**src/rtl/isr_seq_pkg.sv**
```systemverilog
package isr_seq_pkg;

    typedef enum logic [2:0] {
        ST_RESET      = 3'd0,
        ST_BOOT_PUSH  = 3'd1,
        ST_BOOT_FETCH = 3'd2,
        ST_RUN        = 3'd3,
        ST_HALT       = 3'd4,
        ST_IRQ_PUSH   = 3'd5,
        ST_IRQ_FETCH  = 3'd6,
        ST_SERVICE    = 3'd7
    } seq_state_e;

endpackage

```
**src/rtl/isr_edge_pending.sv**
```systemverilog
module isr_edge_pending #(
    parameter int N_IRQ = 3
) (
    input  logic             clk,
    input  logic             rst_n,
    input  logic [N_IRQ-1:0] irq_n,
    input  logic [N_IRQ-1:0] clr,
    output logic [N_IRQ-1:0] pend
);

    logic [N_IRQ-1:0] prev_q;

    for (genvar g = 0; g < N_IRQ; g++) begin : g_src
        // a fresh edge outranks a same-cycle clear
        always_ff @(posedge clk or negedge rst_n) begin
            if (!rst_n) begin
                prev_q[g] <= 1'b1;
                pend[g]   <= 1'b0;
            end else begin
                prev_q[g] <= irq_n[g];
                if (irq_n[g] && !prev_q[g]) begin
                    pend[g] <= 1'b1;
                end else if (clr[g]) begin
                    pend[g] <= 1'b0;
                end
            end
        end
    end

endmodule

```
**src/rtl/isr_prio_pick.sv**
```systemverilog
module isr_prio_pick #(
    parameter int N_IRQ = 3,
    localparam int SEL_W = (N_IRQ > 1) ? $clog2(N_IRQ) : 1
) (
    input  logic [N_IRQ-1:0] pend,
    output logic             any,
    output logic [SEL_W-1:0] idx
);

    always_comb begin
        any = |pend;
        idx = '0;
        for (int i = N_IRQ - 1; i >= 0; i--) begin
            if (pend[i]) begin
                idx = SEL_W'(i);
            end
        end
    end

endmodule

```
**src/rtl/isr_seq_fsm.sv**
```systemverilog
module isr_seq_fsm
    import isr_seq_pkg::*;
#(
    parameter int N_IRQ  = 3,
    parameter int ADDR_W = 12,
    localparam int SEL_W = (N_IRQ > 1) ? $clog2(N_IRQ) : 1
) (
    input  logic              clk,
    input  logic              rst_n,
    input  logic              halt_in,
    input  logic              int_en,
    input  logic              svc_done,
    input  logic              req_any,
    input  logic [SEL_W-1:0]  req_idx,
    output seq_state_e        state,
    output logic              vec_fetch,
    output logic [ADDR_W-1:0] vec_addr,
    output logic              push_pc,
    output logic              hold_pc,
    output logic [N_IRQ-1:0]  ack
);

    localparam logic [ADDR_W-1:0] VEC_TOP  = {ADDR_W{1'b1}};
    localparam logic [ADDR_W-1:0] BOOT_VEC = VEC_TOP - ADDR_W'(N_IRQ);

    seq_state_e       state_q, state_d;
    logic [SEL_W-1:0] sel_q;
    logic             accept;
    logic             take;

    assign accept = int_en && req_any;
    assign take   = accept && (state_q == ST_RUN || state_q == ST_HALT);
    assign state  = state_q;

    always_comb begin
        state_d = state_q;
        unique case (state_q)
            ST_RESET:      state_d = ST_BOOT_PUSH;
            ST_BOOT_PUSH:  state_d = ST_BOOT_FETCH;
            ST_BOOT_FETCH: state_d = ST_RUN;
            ST_RUN: begin
                if (accept) begin
                    state_d = ST_IRQ_PUSH;
                end else if (halt_in) begin
                    state_d = ST_HALT;
                end
            end
            ST_HALT: begin
                if (accept) begin
                    state_d = ST_IRQ_PUSH;
                end
            end
            ST_IRQ_PUSH:   state_d = ST_IRQ_FETCH;
            ST_IRQ_FETCH:  state_d = ST_SERVICE;
            ST_SERVICE: begin
                if (svc_done) begin
                    state_d = ST_RUN;
                end
            end
        endcase
    end

    always_ff @(posedge clk or negedge rst_n) begin
        if (!rst_n) begin
            state_q <= ST_RESET;
        end else begin
            state_q <= state_d;
        end
    end

    always_ff @(posedge clk or negedge rst_n) begin
        if (!rst_n) begin
            sel_q <= '0;
        end else if (take) begin
            sel_q <= req_idx;
        end
    end

    always_comb begin
        vec_fetch = 1'b0;
        vec_addr  = '0;
        push_pc   = 1'b0;
        hold_pc   = 1'b0;
        ack       = '0;
        unique case (state_q)
            ST_RESET:      hold_pc = 1'b1;
            ST_BOOT_PUSH:  push_pc = 1'b1;
            ST_BOOT_FETCH: begin
                vec_fetch = 1'b1;
                vec_addr  = BOOT_VEC;
            end
            ST_RUN:        hold_pc = 1'b0;
            ST_HALT:       hold_pc = 1'b1;
            ST_IRQ_PUSH:   push_pc = 1'b1;
            ST_IRQ_FETCH: begin
                vec_fetch = 1'b1;
                vec_addr  = VEC_TOP - ADDR_W'(sel_q);
                ack       = N_IRQ'(1) << sel_q;
            end
            ST_SERVICE:    hold_pc = 1'b0;
        endcase
    end

endmodule

```
**src/rtl/isr_seq_top.sv**
```systemverilog
module isr_seq_top
    import isr_seq_pkg::*;
#(
    parameter int N_IRQ  = 3,
    parameter int ADDR_W = 12
) (
    input  logic              clk,
    input  logic              rst_n,
    input  logic [N_IRQ-1:0]  irq_n,
    input  logic              halt_in,
    input  logic              int_en,
    input  logic              svc_done,
    output logic              vec_fetch,
    output logic [ADDR_W-1:0] vec_addr,
    output logic              push_pc,
    output logic              hold_pc,
    output logic [N_IRQ-1:0]  ack
);

    localparam int SEL_W = (N_IRQ > 1) ? $clog2(N_IRQ) : 1;

    logic [N_IRQ-1:0] pend;
    logic             req_any;
    logic [SEL_W-1:0] req_idx;
    seq_state_e       fsm_state;

    isr_edge_pending #(.N_IRQ(N_IRQ)) u_pend (
        .clk   (clk),
        .rst_n (rst_n),
        .irq_n (irq_n),
        .clr   (ack),
        .pend  (pend)
    );

    isr_prio_pick #(.N_IRQ(N_IRQ)) u_pick (
        .pend (pend),
        .any  (req_any),
        .idx  (req_idx)
    );

    isr_seq_fsm #(.N_IRQ(N_IRQ), .ADDR_W(ADDR_W)) u_fsm (
        .clk       (clk),
        .rst_n     (rst_n),
        .halt_in   (halt_in),
        .int_en    (int_en),
        .svc_done  (svc_done),
        .req_any   (req_any),
        .req_idx   (req_idx),
        .state     (fsm_state),
        .vec_fetch (vec_fetch),
        .vec_addr  (vec_addr),
        .push_pc   (push_pc),
        .hold_pc   (hold_pc),
        .ack       (ack)
    );

endmodule

```
**config.mk**
```make
export PLATFORM = sky130hd
export DESIGN_NAME = isr_seq_top
export DESIGN_NICKNAME = d
export VERILOG_FILES = /design/src/rtl/isr_seq_pkg.sv /design/src/rtl/isr_edge_pending.sv /design/src/rtl/isr_prio_pick.sv /design/src/rtl/isr_seq_fsm.sv /design/src/rtl/isr_seq_top.sv
export SDC_FILE = /design/constraint.sdc
export NUM_CORES = 1
export LEC_CHECK = 0
export ABC_AREA = 1
export BUFFER_PORTS_ARGS = -buffer_cell sky130_fd_sc_hd__buf_2
export CORE_AREA = 2 2 39 41
export DETAILED_ROUTE_END_ITERATION = 10
export DIE_AREA = 0 0 41 43
export GPL_TIMING_DRIVEN = 1
export PLACE_DENSITY = 0.86
export SETUP_SLACK_MARGIN = 0.4
export SLEW_MARGIN = 5
export SYNTH_ARGS = -nofsm -noshare
export SYNTH_HDL_FRONTEND = slang
export SYNTH_SLANG_ARGS = --single-unit
```
**constraint.sdc**
```tcl
create_clock -name clk -period 1.7 [get_ports clk]
set_input_delay 0.085 -clock clk [delete_from_list [all_inputs] [get_ports clk]]
set_output_delay 0.085 -clock clk [all_outputs]
set_load 0.03 [all_outputs]
```
Yosys cells after proc, flatten, opt, wreduce, memory -nomap -nowiden. Index checks and enable logic that the tools add are counted.

Add/subtract/negate cells: 1. Shift-type cells: 1. Multiplexer cells: 19. Reduce and logical (&&, ||, !) cells: 18. Equality and inequality tests: 10.

Operators with widths (count): $pmux 12 s2 (1); $pmux 3 s8 (1); $mux 3 (5); $eq 3x3->1 const B (4); $mux 1 (9); $eq 3x2->1 const B (2); $mux 2 (3); $reduce_bool 2->1 (3); $reduce_or 2->1 (3); $logic_and 1x1->1 (5); $sub 1x3->4 const A (1); $eq 3x1->1 const B (1); $logic_not 1->1 (3); $logic_not 3->1 (1); $ne 3x2->1 const B (1); $reduce_and 3->1 (1); $reduce_or 3->1 (1); $shl 1x2->3 const A (1); $ne 2x1->1 const B (1); $ne 2x2->1 const B (1); $logic_or 1x1->1 (1).

Bits in registers: 11. Output and inout port bits: 18. Bits of input ports: 8. Logic and storage cells: 57.

Longest topological paths before layout.
Depth in word-level cells: 4. Depth in mapped cells: 8. Mapped depth without buffers: 7.

Hierarchy. A second synthesis with hierarchy kept.

Cell total of the unflattened synthesis: 93. Area total of the unflattened synthesis: 674.4 um^2.

By module, submodules not included: isr_seq_fsm (seq. area each 125.1 um^2, times used 1, area each 432.9 um^2, cells an instance 65); isr_edge_pending (seq. area each 153.9 um^2, times used 1, area each 210.2 um^2, cells an instance 21); isr_prio_pick (seq. area each 0.0 um^2, times used 1, area each 31.3 um^2, cells an instance 7).

Worst setup path after synthesis. OpenSTA, ideal clock, no wires.

Path type: reg2reg. Start point: reg u_fsm.state_q[1], in the netlist u_fsm.state[1]. End point: reg u_pend.pend[2]. Clock period less this slack: 1.663 ns. Slack: 0.037 ns. Stages on the path, launching flop included: 7. Data arrival time: 1.509 ns. Setup time: 0.154 ns. Path buffers: 1. Required time: 1.546 ns. Cells stage by stage: dfrtp_1 > buf_6 > inv_2 > nor2_4 > nand2_2 > nor2_1 > o22ai_1.

Word-level cells in the longest chain between the ends: 3.

RTL lines: start: declaration (RTL line isr_seq_fsm.sv:26) `seq_state_e state_q, state_d;`; start signal: assignment (RTL line isr_seq_fsm.sv:67) `state_q <= state_d;`; $eq 3x3->1 (RTL line isr_seq_fsm.sv:85) `unique case (state_q)`; $mux 3 (RTL line isr_seq_fsm.sv:85); via ack[2] (RTL line isr_seq_top.sv:17) `output logic [N_IRQ-1:0] ack`; $reduce_bool 2->1 (no line); end signal: indexed assignment (RTL line isr_edge_pending.sv:18) `pend[g] <= 1'b0;`; end signal: indexed assignment (RTL line isr_edge_pending.sv:22) `pend[g] <= 1'b1;`; end signal: indexed assignment (RTL line isr_edge_pending.sv:24) `pend[g] <= 1'b0;`; end: declaration (RTL line isr_edge_pending.sv:8) `output logic [N_IRQ-1:0] pend`.

The timed path passes the listed nets, and every way through them passes these cells. A chain may end at the register's enable or synchronous reset.

Worst setup path in the final report.
Start point: reg u_fsm.state_q[1], in the netlist u_fsm.state[1]. End point: out ack[1].

Word-level cells in the longest chain between the ends: 2.

RTL lines (RTL line): $eq 3x3->1 (isr_seq_fsm.sv:85); $mux 3 (isr_seq_fsm.sv:85); end: declaration (isr_seq_top.sv:17).

No other way between the ends.

==> summary.md <==
| Metric | Value |
|---|---|
| Core box area | `between 1000 and 1500 sq um` |
| Internal Pwr Total | `0.861 mW` |
| Setup Skew | `2.83 ps` |
| Initial Utilization | `0.457` |
| Synthesized area per cell | `8.42 sq um` |
| Worst IR Drop VDD | `0.000816 V` |
| Die Span Y | `43 um` |
| Clock root buffer | `clkbuf_4` |
| Mapped Cells | `75` |
| Final period utilization | `0.790` |
| Cell variety after synth | `20` |
| GR Util All Layers | `0.181` |
| Fin. Hold Viols | `0` |
| ANT cells | `0` |
| Post-layout util | `0.647` |
| ANT nets after route | `0` |
| Hold_ws | `121 ps` |
| FP Rows | `14` |
| CTS tree | `built` |
| Die Span X | `between 40 and 50 um` |
| Post-Syn Nets | `83` |
| Synth top area cells | `dfrtp_1 32%, dfstp_2 12%, buf_4 12%, nand2_1 7.7%, inv_1 5.9%` |
| Number of I/O pins | `26` |
| Bufs on Longest Clock Path | `2` |
| Clock network power share | `0.100` |
| Syn Std Cell Area | `632 sq um` |
| Area growth syn-to-layout | `41.8%` |
| Via count | `571` |
| M1 wire length | `552 um` |
| Clock slew at reported path FFs | `around 70 ps` |
| DRC | `0` |
| Slew margin rel. | `0.814` |
| Post-route cell area | `896 sq um` |
| Initial antenna violation count | `0` |
| Largest net degree at the start of global routing | `12` |
| Post-synth ARST share | `1.00` |
| Vias in the first global route | `530` |
| Dpl cell area | `between 700 and 800 sq um` |
| Fmax | `roughly 740 MHz` |
| Period minus WS final | `approximately 1300 ps` |
| Top cell type by total area after synthesis | `dfrtp_1` |
| Via density per instance | `4.92` |
| P per Cell Area | `between 2000 and 2500 nW/um^2` |
| Total CTS buffers | `3` |
| First-pass GRT wire length | `2210 um` |
| Final Setup Violations | `0` |
| Crit path DAT | `roughly 1300 ps` |
| Met2 WL | `748 um` |
| Total iterations of the first detailed-routing run | `4` |
| Ys Warns | `0` |
| Setup TNS | `0 ps` |
| Yosys top cell area share | `0.317` |
| Port buffer count | `25` |
| Critical path endpoint category | `output port` |
| Combinational share of power | `0.661` |
| Worst slew pin tran | `between 200 and 300 ps` |
| Routed WL per cell | `12.0 um` |
| Die area | `1760 sq um` |
| WL final | `~1400 um` |
| Pins Over Slew Limit | `0` |
| Run status | `finished clean` |
| Critical path type | `flip-flop to output port` |
| Seq pwr share | `0.239` |
| Top_reg_cell synth | `dfrtp_1` |
| Layout cells sized above 1 | `0.530` |
| Worst-path fanout max | `5` |
| Synth top cells by count | `13 x nand2_1, 10 x buf_4, 10 x inv_1, 8 x dfrtp_1, 6 x nor2_1` |
| LEAKAGE | `0.452 nW` |
| Overflow after GRT | `0` |
| Fill count | `106` |
| Worst skew pair latency | `270 ps` |
| DR iter-0 viols | `21` |
| RSZ-0062 raised after global routing | `true` |
| DR top layer | `met4` |
| Clock sink count | `11` |
| Class of the worst hold path | `input port to flip-flop` |
| Most common cell in the synthesized netlist | `nand2_1` |
| Layout Nets | `around 110` |
| Sw frac | `0.526` |
| Detailed-placement wirelength estimate | `approximately 860 um` |
| Critical Path Start Type | `flip-flop` |
| Number of synthesized flops with an enable pin | `0` |
| # H-tree levels | `1` |
| Metal3 WL | `76 um` |
| Setup slack, reg-to-reg | `450 ps` |
| # Max-Cap Violations | `0` |
| Post-synthesis sequential area ratio | `0.442` |
| Critical Path RT | `1620 ps` |
| Gpl congestion | `0.814` |
| Synthesized flop and latch total | `11` |
| Sw power | `0.955 mW` |
critical path, cell delays in order (launching register included):
cell	delay [ps]
dfrtp_2	400
inv_4	50
nor2_4	130
nand2_4	100
nor3_4	160
buf_6	160
logic make-up (layout without fill, tap and decap cells):
| logic type | count (synthesis) | after routing | share of synthesized area |
|---|---|---|---|
| and+or+nand+nor | 32 | 32 | 0.269 |
| buffers and inverters | 23 | 48 | 0.208 |
| DFF | 11 | 11 | 0.442 |
| AOI/OAI and AO/OA | 9 | 9 | 0.0812 |
sequential cells by signal, indices dropped and copies added (netlist names):
register	cells
u_fsm.state	3
u_pend.prev_q	3
u_fsm.sel_q	2
u_pend.pend	3
metrics by stage:
step | instances | worst slack (ps) | total power [mW]
floorplan | 75 | 210 | 1.33
finish | 116 | 356 | 1.82
global placement | 105 | 428 | 1.36
CTS | 116 | 364 | 1.64
global route | 116 | 298 | 1.95
detailed placement | 105 | 356 | 1.38
power by group through the flow:
stage	Sequential (mW)	Clock (mW)	Combinational [mW]
2_1_floorplan	0.418	0	0.910
3_3_place_gp	0.454	0	0.907
3_5_place_dp	0.459	0	0.916
4_1_cts	0.431	0.177	1.04
5_1_grt	0.446	0.197	1.31
6_report	0.434	0.182	1.20
cell type report:
type / count / area, sq um / area share
inverter: 12 / 47.5 / 0.0531
multi-input combinational: 41 / 273 / 0.304
sequential: 11 / 282 / 0.314
clock buffer: 4 / 26.3 / 0.0293
timing repair buffer: 32 / 248 / 0.277
tap: 16 / 20.0 / 0.0223
what timing repair did:
action	in CTS	in global routing
resized for setup	10	24
endpoints found under the setup margin	16	22
pin swaps	1	0
buffers inserted	3	0
hold buffers	4	0
endpoints found under the hold margin	14	0
routing by layer:
metal	track usage	vias to the layer above
li1	-	273
met1	0.234	271
met2	0.294	25
met3	0.0314	2
met4	0.0600	0
met5	0	-
cells in the final DEF (no fill, tap or decap), drive strengths merged:
cell type,synthesis,final
a21oi,1,1
buf,11,17
dfrtp,8,8
nand2,17,17
dfstp,3,3
inv,12,12
nor3,2,2
dlygate4sd3,0,4
o21ai,4,4
nand4,1,1
nand3,4,4
o22ai,3,3
o31ai,1,1
nor2,8,8
clkbuf,0,15
path summary, 6_finish.rpt:
kind / cells past startpoint / endpoint / from
worst max-delay path: 5 / ack[1] / u_fsm.state[1]
min in group asynchronous: 2 / u_pend.pend[1] / rst_n
worst min-delay path: 3 / u_fsm.sel_q[1] / int_en
worst max register to register: 7 / u_fsm.sel_q[1] / u_fsm.state[1]
worst min register to register: 1 / u_pend.pend[1] / u_pend.prev_q[1]
max in group asynchronous: 2 / u_pend.prev_q[0] / rst_n
No activity file was read; power rests on OpenSTA's default activity.
